===== src/rtl/irq_pend_pkg.sv =====
package irq_pend_pkg;
  localparam int ID_W       = 10;
  localparam logic [ID_W-1:0] SPURIOUS_ID = 10'd1023;
  localparam int CFG_DATA_W = 32;
  localparam int FIELD_W    = 2;
  localparam int MODE_BIT   = 1;
  localparam int LINES_PER_WORD = CFG_DATA_W / FIELD_W;
endpackage


===== src/rtl/irq_line_sync.sv =====
module irq_line_sync #(
  parameter int N_LINES = 32,
  parameter int STAGES  = 2
) (
  input  logic               clk,
  input  logic               rst,
  input  logic [N_LINES-1:0] raw,
  output logic [N_LINES-1:0] lvl,
  output logic [N_LINES-1:0] rise
);
  logic [N_LINES-1:0] chain_q [STAGES];
  logic [N_LINES-1:0] prev_q;

  always_ff @(posedge clk) begin
    if (rst) begin
      for (int s = 0; s < STAGES; s++) chain_q[s] <= '0;
      prev_q <= '0;
    end else begin
      chain_q[0] <= raw;
      for (int s = 1; s < STAGES; s++) chain_q[s] <= chain_q[s-1];
      prev_q <= chain_q[STAGES-1];
    end
  end

  assign lvl  = chain_q[STAGES-1];
  assign rise = chain_q[STAGES-1] & ~prev_q;
endmodule


===== src/rtl/irq_cfg_store.sv =====
module irq_cfg_store
  import irq_pend_pkg::*;
#(
  parameter int N_LINES = 32,
  parameter int IDX_W   = 1
) (
  input  logic                  clk,
  input  logic                  rst,
  input  logic                  we,
  input  logic [IDX_W-1:0]      idx,
  input  logic [CFG_DATA_W-1:0] wdata,
  output logic [N_LINES-1:0]    edge_mode
);
  logic [N_LINES-1:0] mode_q;
  logic               wdata_unused;

  assign wdata_unused = ^wdata;

  for (genvar i = 0; i < N_LINES; i++) begin : g_line
    localparam int WORD = i / LINES_PER_WORD;
    localparam int POS  = (i % LINES_PER_WORD) * FIELD_W + MODE_BIT;
    always_ff @(posedge clk) begin
      if (rst) mode_q[i] <= 1'b0;
      else if (we && idx == IDX_W'(WORD)) mode_q[i] <= wdata[POS];
    end
  end

  assign edge_mode = mode_q;
endmodule


===== src/rtl/irq_lowest_pick.sv =====
module irq_lowest_pick
  import irq_pend_pkg::*;
#(
  parameter int N_LINES = 32
) (
  input  logic [N_LINES-1:0] cand,
  output logic               valid,
  output logic [ID_W-1:0]    id,
  output logic [N_LINES-1:0] onehot
);
  always_comb begin
    valid = 1'b0;
    id    = SPURIOUS_ID;
    for (int i = N_LINES - 1; i >= 0; i--) begin
      if (cand[i]) begin
        valid = 1'b1;
        id    = ID_W'(i);
      end
    end
  end

  assign onehot = cand & ~(cand - N_LINES'(1));
endmodule


===== src/rtl/irq_pend_tracker.sv =====
module irq_pend_tracker
  import irq_pend_pkg::*;
#(
  parameter int N_LINES     = 32,
  parameter int SYNC_STAGES = 2,
  localparam int CFG_WORDS  = (N_LINES * FIELD_W + CFG_DATA_W - 1) / CFG_DATA_W,
  localparam int CFG_IDX_W  = (CFG_WORDS > 1) ? $clog2(CFG_WORDS) : 1
) (
  input  logic                  clk,
  input  logic                  rst,
  input  logic [N_LINES-1:0]    irq_in,
  input  logic [N_LINES-1:0]    line_en,
  input  logic                  cfg_we,
  input  logic [CFG_IDX_W-1:0]  cfg_idx,
  input  logic [CFG_DATA_W-1:0] cfg_wdata,
  input  logic                  pend_clr_we,
  input  logic [N_LINES-1:0]    pend_clr_mask,
  input  logic                  act_clr_we,
  input  logic [N_LINES-1:0]    act_clr_mask,
  input  logic                  ack_req,
  output logic [ID_W-1:0]       ack_id,
  output logic [ID_W-1:0]       hp_id,
  output logic                  irq
);
  logic [N_LINES-1:0] line_lvl, line_rise, edge_mode;
  logic [N_LINES-1:0] pend_q, act_q, cand, win_onehot, ack_hot;
  logic [N_LINES-1:0] pclr_vec, aclr_vec, pend_nx, act_nx;
  logic               win_valid, hp_level_q, ack_d_q, irq_q, irq_nx;
  logic [ID_W-1:0]    win_id, hp_q, ack_id_q;

  irq_line_sync #(.N_LINES(N_LINES), .STAGES(SYNC_STAGES)) u_sync (
    .clk(clk), .rst(rst), .raw(irq_in), .lvl(line_lvl), .rise(line_rise)
  );

  irq_cfg_store #(.N_LINES(N_LINES), .IDX_W(CFG_IDX_W)) u_cfg (
    .clk(clk), .rst(rst), .we(cfg_we), .idx(cfg_idx), .wdata(cfg_wdata),
    .edge_mode(edge_mode)
  );

  assign cand = pend_q & line_en & ~act_q;

  irq_lowest_pick #(.N_LINES(N_LINES)) u_pick (
    .cand(cand), .valid(win_valid), .id(win_id), .onehot(win_onehot)
  );

  assign ack_hot  = ack_req ? win_onehot : '0;
  assign pclr_vec = pend_clr_we ? pend_clr_mask : '0;
  assign aclr_vec = act_clr_we ? act_clr_mask : '0;

  // edge lines latch and are cleared by software or ack; level lines follow input
  assign pend_nx = (edge_mode & ((pend_q & ~pclr_vec & ~ack_hot) | line_rise))
                 | (~edge_mode & line_lvl);
  assign act_nx  = (act_q & ~aclr_vec) | ack_hot;

  // hold the request after an edge winner until the processor acknowledges
  assign irq_nx = win_valid | (irq_q & ~hp_level_q & ~ack_req & ~ack_d_q);

  always_ff @(posedge clk) begin
    if (rst) begin
      pend_q     <= '0;
      act_q      <= '0;
      hp_q       <= SPURIOUS_ID;
      hp_level_q <= 1'b0;
      ack_id_q   <= SPURIOUS_ID;
      ack_d_q    <= 1'b0;
      irq_q      <= 1'b0;
    end else begin
      pend_q     <= pend_nx;
      act_q      <= act_nx;
      hp_q       <= win_id;
      hp_level_q <= win_valid & |(win_onehot & ~edge_mode);
      ack_d_q    <= ack_req;
      irq_q      <= irq_nx;
      if (ack_req) ack_id_q <= win_id;
    end
  end

  assign ack_id = ack_id_q;
  assign hp_id  = hp_q;
  assign irq    = irq_q;
endmodule


===== config.mk =====
export PLATFORM = sky130hd
export DESIGN_NAME = irq_pend_tracker
export DESIGN_NICKNAME = d
export VERILOG_FILES = /design/src/rtl/irq_pend_pkg.sv /design/src/rtl/irq_line_sync.sv /design/src/rtl/irq_cfg_store.sv /design/src/rtl/irq_lowest_pick.sv /design/src/rtl/irq_pend_tracker.sv
export SDC_FILE = /design/constraint.sdc
export NUM_CORES = 1
export LEC_CHECK = 0
export ABC_CLOCK_PERIOD_IN_PS = 2900
export BUFFER_PORTS_ARGS = -buffer_cell sky130_fd_sc_hd__buf_2
export CAP_MARGIN = 20
export CORE_MARGIN = 2
export CORE_UTILIZATION = 54
export DETAILED_ROUTE_END_ITERATION = 10
export PLACE_DENSITY = 0.8
export RECOVER_POWER = 50
export SLEW_MARGIN = 5
export SYNTH_ARGS = -nofsm -noshare
export SYNTH_HDL_FRONTEND = slang
export SYNTH_SLANG_ARGS = --single-unit
export TNS_END_PERCENT = 50

===== constraint.sdc =====
create_clock -name clk -period 2.9 [get_ports clk]
set_clock_uncertainty 0.15 [all_clocks]
set_input_delay 0.29 -clock clk [delete_from_list [all_inputs] [get_ports clk]]
set_output_delay 0.29 -clock clk [all_outputs]
set_load 0.03 [all_outputs]

-- After elaboration in Yosys (flattened, before gate mapping)
Memories as Yosys holds them, arrays and structs flattened.
Cells that the tools add are included.
- flip-flop bits (word level): 151
- RAM bits: 64
- input port bits: 167
- output and inout port bits: 21
- logic and storage cells: 148
- memories kept: 1
- memory list (memory ; words ; width ; read ports ; clocked after Yosys merged registers in ; wr ports ; line ; RTL):
    u_sync.chain_q ; 2 ; 32 ; 2 ; 0 ; 2 ; irq_line_sync.sv:11 ; logic [N_LINES-1:0] chain_q [STAGES];
- add/sub/neg operators: 1
- mux-type cells: 72
- bitwise operators: 31
- reductions and logical operators: 3
- operators by type and width (kind ; number):
    $and 32x32->32 ; 10
    $mux 10 ; 32
    $not 32->32 ; 7
    $mux 32 ; 5
    $or 32x32->32 ; 3
    $mux 1 ; 35
    $reduce_or 32->1 ; 1
    $sub 32x1->32 const B ; 1
    $and 1x1->1 ; 4
    $not 1->1 ; 4
    $or 1x1->1 ; 3
    $logic_and 1x1->1 ; 2

-- Depth between registers and ports, before layout
- depth after elaboration: 35
- mapped depth: 7
- depth with buffers taken out: 6

-- By module
From an unflattened synthesis, not the netlist that was laid out.
- cell total of the unflattened synthesis: 1005
- area, all modules: 8912.3 um^2
- by module, submodules not included (module ; times used ; cells each ; area each (um^2) ; seq. area each (um^2)):
    irq_pend_tracker ; 1 ; 510 ; 3793.6 ; 1741.7
    irq_line_sync ; 1 ; 266 ; 3040.4 ; 1921.8
    irq_cfg_store ; 1 ; 122 ; 1326.3 ; 640.6
    irq_lowest_pick ; 1 ; 107 ; 752.0 ; 0.0

-- Worst setup path after synthesis
OpenSTA, ideal clock, no wires.
- kind: reg2reg
- start point: reg act_q[5]
- end point: reg pend_q[27]
- setup time: 117 ps
- data arrival time: 2228 ps
- required time: 2633 ps
- slack: 404 ps
- stages on the path, launching flop included: 8
- buffers on the path: 1
- period minus slack after synthesis: 2496 ps
- cell sequence: dfxtp_1 -> nand3b_4 -> nand4_4 -> or4_4 -> buf_6 -> or3_4 -> or3_4 -> a32o_1
- longest elaborated chain between the ends: 11
- ends and longest elaborated chain (item ; line ; RTL):
    start: declaration ; irq_pend_tracker.sv:26 ; logic [N_LINES-1:0] pend_q, act_q, cand, win_onehot, ack_hot;
    start signal: assignment ; irq_pend_tracker.sv:69 ; act_q <= act_nx;
    $not 32->32 ; irq_pend_tracker.sv:40 ; assign cand = pend_q & line_en & ~act_q;
    $and 32x32->32 ; irq_pend_tracker.sv:40 ;
    $sub 32x1->32 ; irq_lowest_pick.sv:22 ; assign onehot = cand & ~(cand - N_LINES'(1));
    $not 32->32 ; irq_lowest_pick.sv:22 ;
    $and 32x32->32 ; irq_lowest_pick.sv:22 ;
    $mux 32 ; irq_pend_tracker.sv:46 ; assign ack_hot = ack_req ? win_onehot : '0;
    $not 32->32 ; irq_pend_tracker.sv:51 ; assign pend_nx = (edge_mode & ((pend_q & ~pclr_vec & ~ack_hot) | line_rise))
    $and 32x32->32 ; irq_pend_tracker.sv:51 ;
    $or 32x32->32 ; irq_pend_tracker.sv:51 ;
    $and 32x32->32 ; irq_pend_tracker.sv:51 ;
    $or 32x32->32 ; irq_pend_tracker.sv:52 ; | (~edge_mode & line_lvl);
    end signal: assignment ; irq_pend_tracker.sv:68 ; pend_q <= pend_nx;
    end: declaration ; irq_pend_tracker.sv:26 ;
No other way between the ends.
A chain may end at the register's enable or synchronous reset.

-- Worst setup path in the final report
- start point: reg act_q[15]
- end point: reg pend_q[27]
Same word-level chain as after synthesis.

==> flow_metrics.py <==
metrics = {
    "placed_design": {
        "hpwl_um": 16000,
        "place_congestion": 0.908,
        "io_buffers": 171,
    },
    "clocking": {
        "clk_pin_slew_ns": 0.07,
        "numCtsBuffers": 21,
        "clk_latency_ns": 0.49,
        "root_buffer": "clkbuf_16",
        "cts_tree": "yes",
        "clock_sinks": 207,
        "post_cts_buffers": 0,
        "cts_buffer_depth": 3,
        "h-tree-depth": 1,
    },
    "power_and_ir_drop": {
        "clockPowerShare": 0.407,
        "total_power_mw": 6.32,
        "vdd_drop_max_mv": 0.457,
        "p_seq_frac": 0.478,
        "power_density_nw_per_um2": 587,
        "p_sw_mw": 1.59,
        "combPwrFrac": 0.115,
        "p_leak_nw": 4.46,
        "switching_share": 0.251,
        "p_int_mw": 4.73,
    },
    "synthesis": {
        "yosysWarnings": 0,
        "synthSimpleGateAreaFrac": 0.323,
        "synth_mux_area_frac": 0.00122,
        "synth_cells": 926,
        "netlist_area_sq_um": 8180,
        "synth_edf_count": 0,
        "synthArstFlopShare": 0,
        "synth_top_family_by_area": "simple AND/OR/NAND/NOR gates",
        "yosys-top-cells-area": "dfxtp_1 51%, nand2_1 9.6%, nor2b_1 7.4%",
        "yosysTopAreaCellShare": 0.506,
        "ys.flop_type": "dfxtp_1",
        "ys_ff_latch": 207,
        "yosysUniqueCellTypes": 56,
        "synth_top_cell_by_area": "dfxtp_1",
        "synth-adder-area-share": 0,
        "syn_nets": 1093,
        "yosysSeqAreaShare": 0.506,
        "synth_compound_area_frac": 0.141,
        "synth-xor-area-share": 0,
        "avgSynthCellArea_sq_um": 8.84,
    },
    "cells_and_area": {
        "fin_util": 0.736,
        "layout.nets": 1352,
        "multi_input_area_sq_um": 3800,
        "ff_latch_area_sq_um": 4140,
        "n_fill_cell": 1083,
        "drive_above_1_share": 0.206,
        "areaGrowthSynthToFinish_pct": 31.7,
    },
    "setup_path": {
        "worst_setup_path_start_kind": "flop",
        "startpoint": "act_q[15]",
        "cp.arrival_ns": 2.91,
        "critPathCaptureType": "flop",
        "cp_common_cell": "or3_4",
        "critical_path_class": "flop to flop",
        "slowest_delay_ns": 0.55,
        "cp_cell_sequence": "nand3b_1 -> nand4_1 -> or4_4 -> or3_4 -> or3_4 -> a32o_1",
        "r2r_start": "act_q[15]",
        "crit_family": "simple AND/OR/NAND/NOR gates",
        "crit_slowest_cell": "or4_4",
        "worst-path-buf-inv": 0,
        "required_ns": 3.13,
        "cp_max_fo": 7,
    },
    "die": {
        "io_pins": 188,
        "die_area_sq_um": 16200,
        "dieWidth_um": 127,
        "die_h_um": 127,
        "rows": 44,
        "core_area_sq_um": 14600,
        "initial_core_util": 0.559,
    },
    "sta": {
        "rsz0062_at_grt": "false",
        "holdWs_ns": 0.00775,
        "min_period_over_period": 0.921,
        "drv_slew": 182,
        "fmax_mhz": 374,
        "post-route-min-period_ns": 2.67,
        "hold_violations": 0,
        "max_slew_margin": -0.320,
        "setup_tns_ns": 0,
        "worst_pin_slew_ns": 1.98,
        "setup_viol_count_final": 0,
    },
    "drt": {
        "vias": 7810,
        "drt_wl_total_um": 24600,
        "drtAntennaViolNets": 0,
        "drcViolationCount": 0,
        "via_per_inst": 5.65,
        "first_pass_iters": 5,
        "post_drt_wl_per_cell_um": 17.8,
        "initialDrtViolationCount": 581,
    },
    "min_path": {
        "hold_class": "primary input to flop",
        "hold_start": "act_clr_mask[17]",
    },
    "global_routing": {
        "grt_max_degree": 182,
        "grt_pass1_wl_um": 38600,
        "antenna_found_initial": 1,
        "grt_pass1_vias": 7549,
        "overflow": 0,
        "track_usage": 0.298,
    },
    "status": {
        "violations": "max-capacitance violations, max-slew violations",
        "status": "complete, but fails checks",
    },
    "run": {
        "max_cap_violations": 1,
    },
}
## cell type report
| cell class | instances | area share |
|---|---|---|
| well taps | 184 | 0.0214 |
| clock buffers | 26 | 0.0551 |
| flip-flops and latches | 207 | 0.384 |
| diodes | 1 | 0.000232 |
| clock inverters | 10 | 0.00592 |
| multi-input cells | 669 | 0.353 |
| inverters | 4 | 0.00139 |
| repair buffers | 282 | 0.178 |
## final timing paths
check	end	slack [ns]	depth (start not counted)
hold reg to reg	u_sync.chain_q[0][38]	0.28	1
setup reg to reg	pend_q[27]	0.23	6
setup / recovery	pend_q[27]	0.23	6
hold / removal	act_q[17]	0.008	3
## power by group through the flow
stage | sequential, mW | combinational [mW] | clock, mW
after floorplan | 3.10 | 0.331 | 0
after global placement | 3.08 | 0.603 | 0
after detailed placement | 3.08 | 0.609 | 0
after CTS | 3.02 | 0.708 | 2.58
after global routing | 3.03 | 0.780 | 2.72
final | 3.02 | 0.727 | 2.57
## registers in the layout, summed over array words and instances (netlist names)
name and count:
hp_id 6, u_sync.prev_q 32, u_cfg.edge_mode 32, pend_q 32
irq 1, hp_level_q 1, act_q 32, ack_id 6
u_sync.chain_q 64, ack_d_q 1
## repair_timing
item	4_1_cts	5_1_grt
hold endpoints to repair	110	0
gates resized for setup	0	0
hold buffers	94	0
## cell usage after synthesis (2+ instances only)
master and n:
nand2_1 210, dfxtp_1 207, nor2b_1 97, a21oi_1 81
nor2_1 33, clkbuf_1 32, nand3_1 27, and3b_1 26
nand3b_1 20, nor3_1 18, o31ai_1 17, nor4_1 14
o21ai_0 12, a21boi_0 11, a32o_1 11, nand4_1 11
o21a_1 11, o211ai_1 10, buf_4 8, nand3b_2 7
a211oi_1 4, nand3b_4 4, a22o_1 3, a31oi_1 3
and4_1 3, buf_1 3, inv_1 3, or2_2 3
a31o_2 2, and2_1 2, buf_6 2, nor4bb_1 2
o2111ai_1 2, o311ai_0 2, or3_1 2, or3_4 2
or4_1 2
## cells by family (layout without fill, tap and decap cells)
logic type / Yosys count / in the layout
buf+inv: 50 / 322
compound gates: 178 / 178
mux: 1 / 1
simple gates: 490 / 490
other cells: 0 / 1
flops: 207 / 207
## metrics by stage
stage	area, sq um	setup slack [ns]	std cells
2_1_floorplan	8180	0.404	926
3_3_place_gp	9190	0.261	1252
3_5_place_dp	9190	0.216	1252
4_1_cts	10800	0.276	1382
5_1_grt	10800	0.154	1383
6_report	10800	0.229	1383
## worst register-to-register path: stages (launching register included)
cell,delay (ns)
dfxtp_1,0.34
nand3b_1,0.20
nand4_1,0.25
or4_4,0.55
or3_4,0.43
or3_4,0.40
a32o_1,0.25
## layout by cell type (no fill, tap or decap), drive strengths merged, types with 28 or more instances in the layout
cell type	instances
dfxtp	207
clkbuf	28
dlygate4sd3	94
a21oi	81
nor2	33
nand3b	31
nand2	210
buf	186
nor2b	97
## routing by layer
metal | GRT usage | wire [um]
met1 | 0.395 | 10400
met2 | 0.499 | 11600
met3 | 0.0578 | 1940
met4 | 0.0853 | 643
met5 | 0 | 0
(Power assumes the default switching activity.)
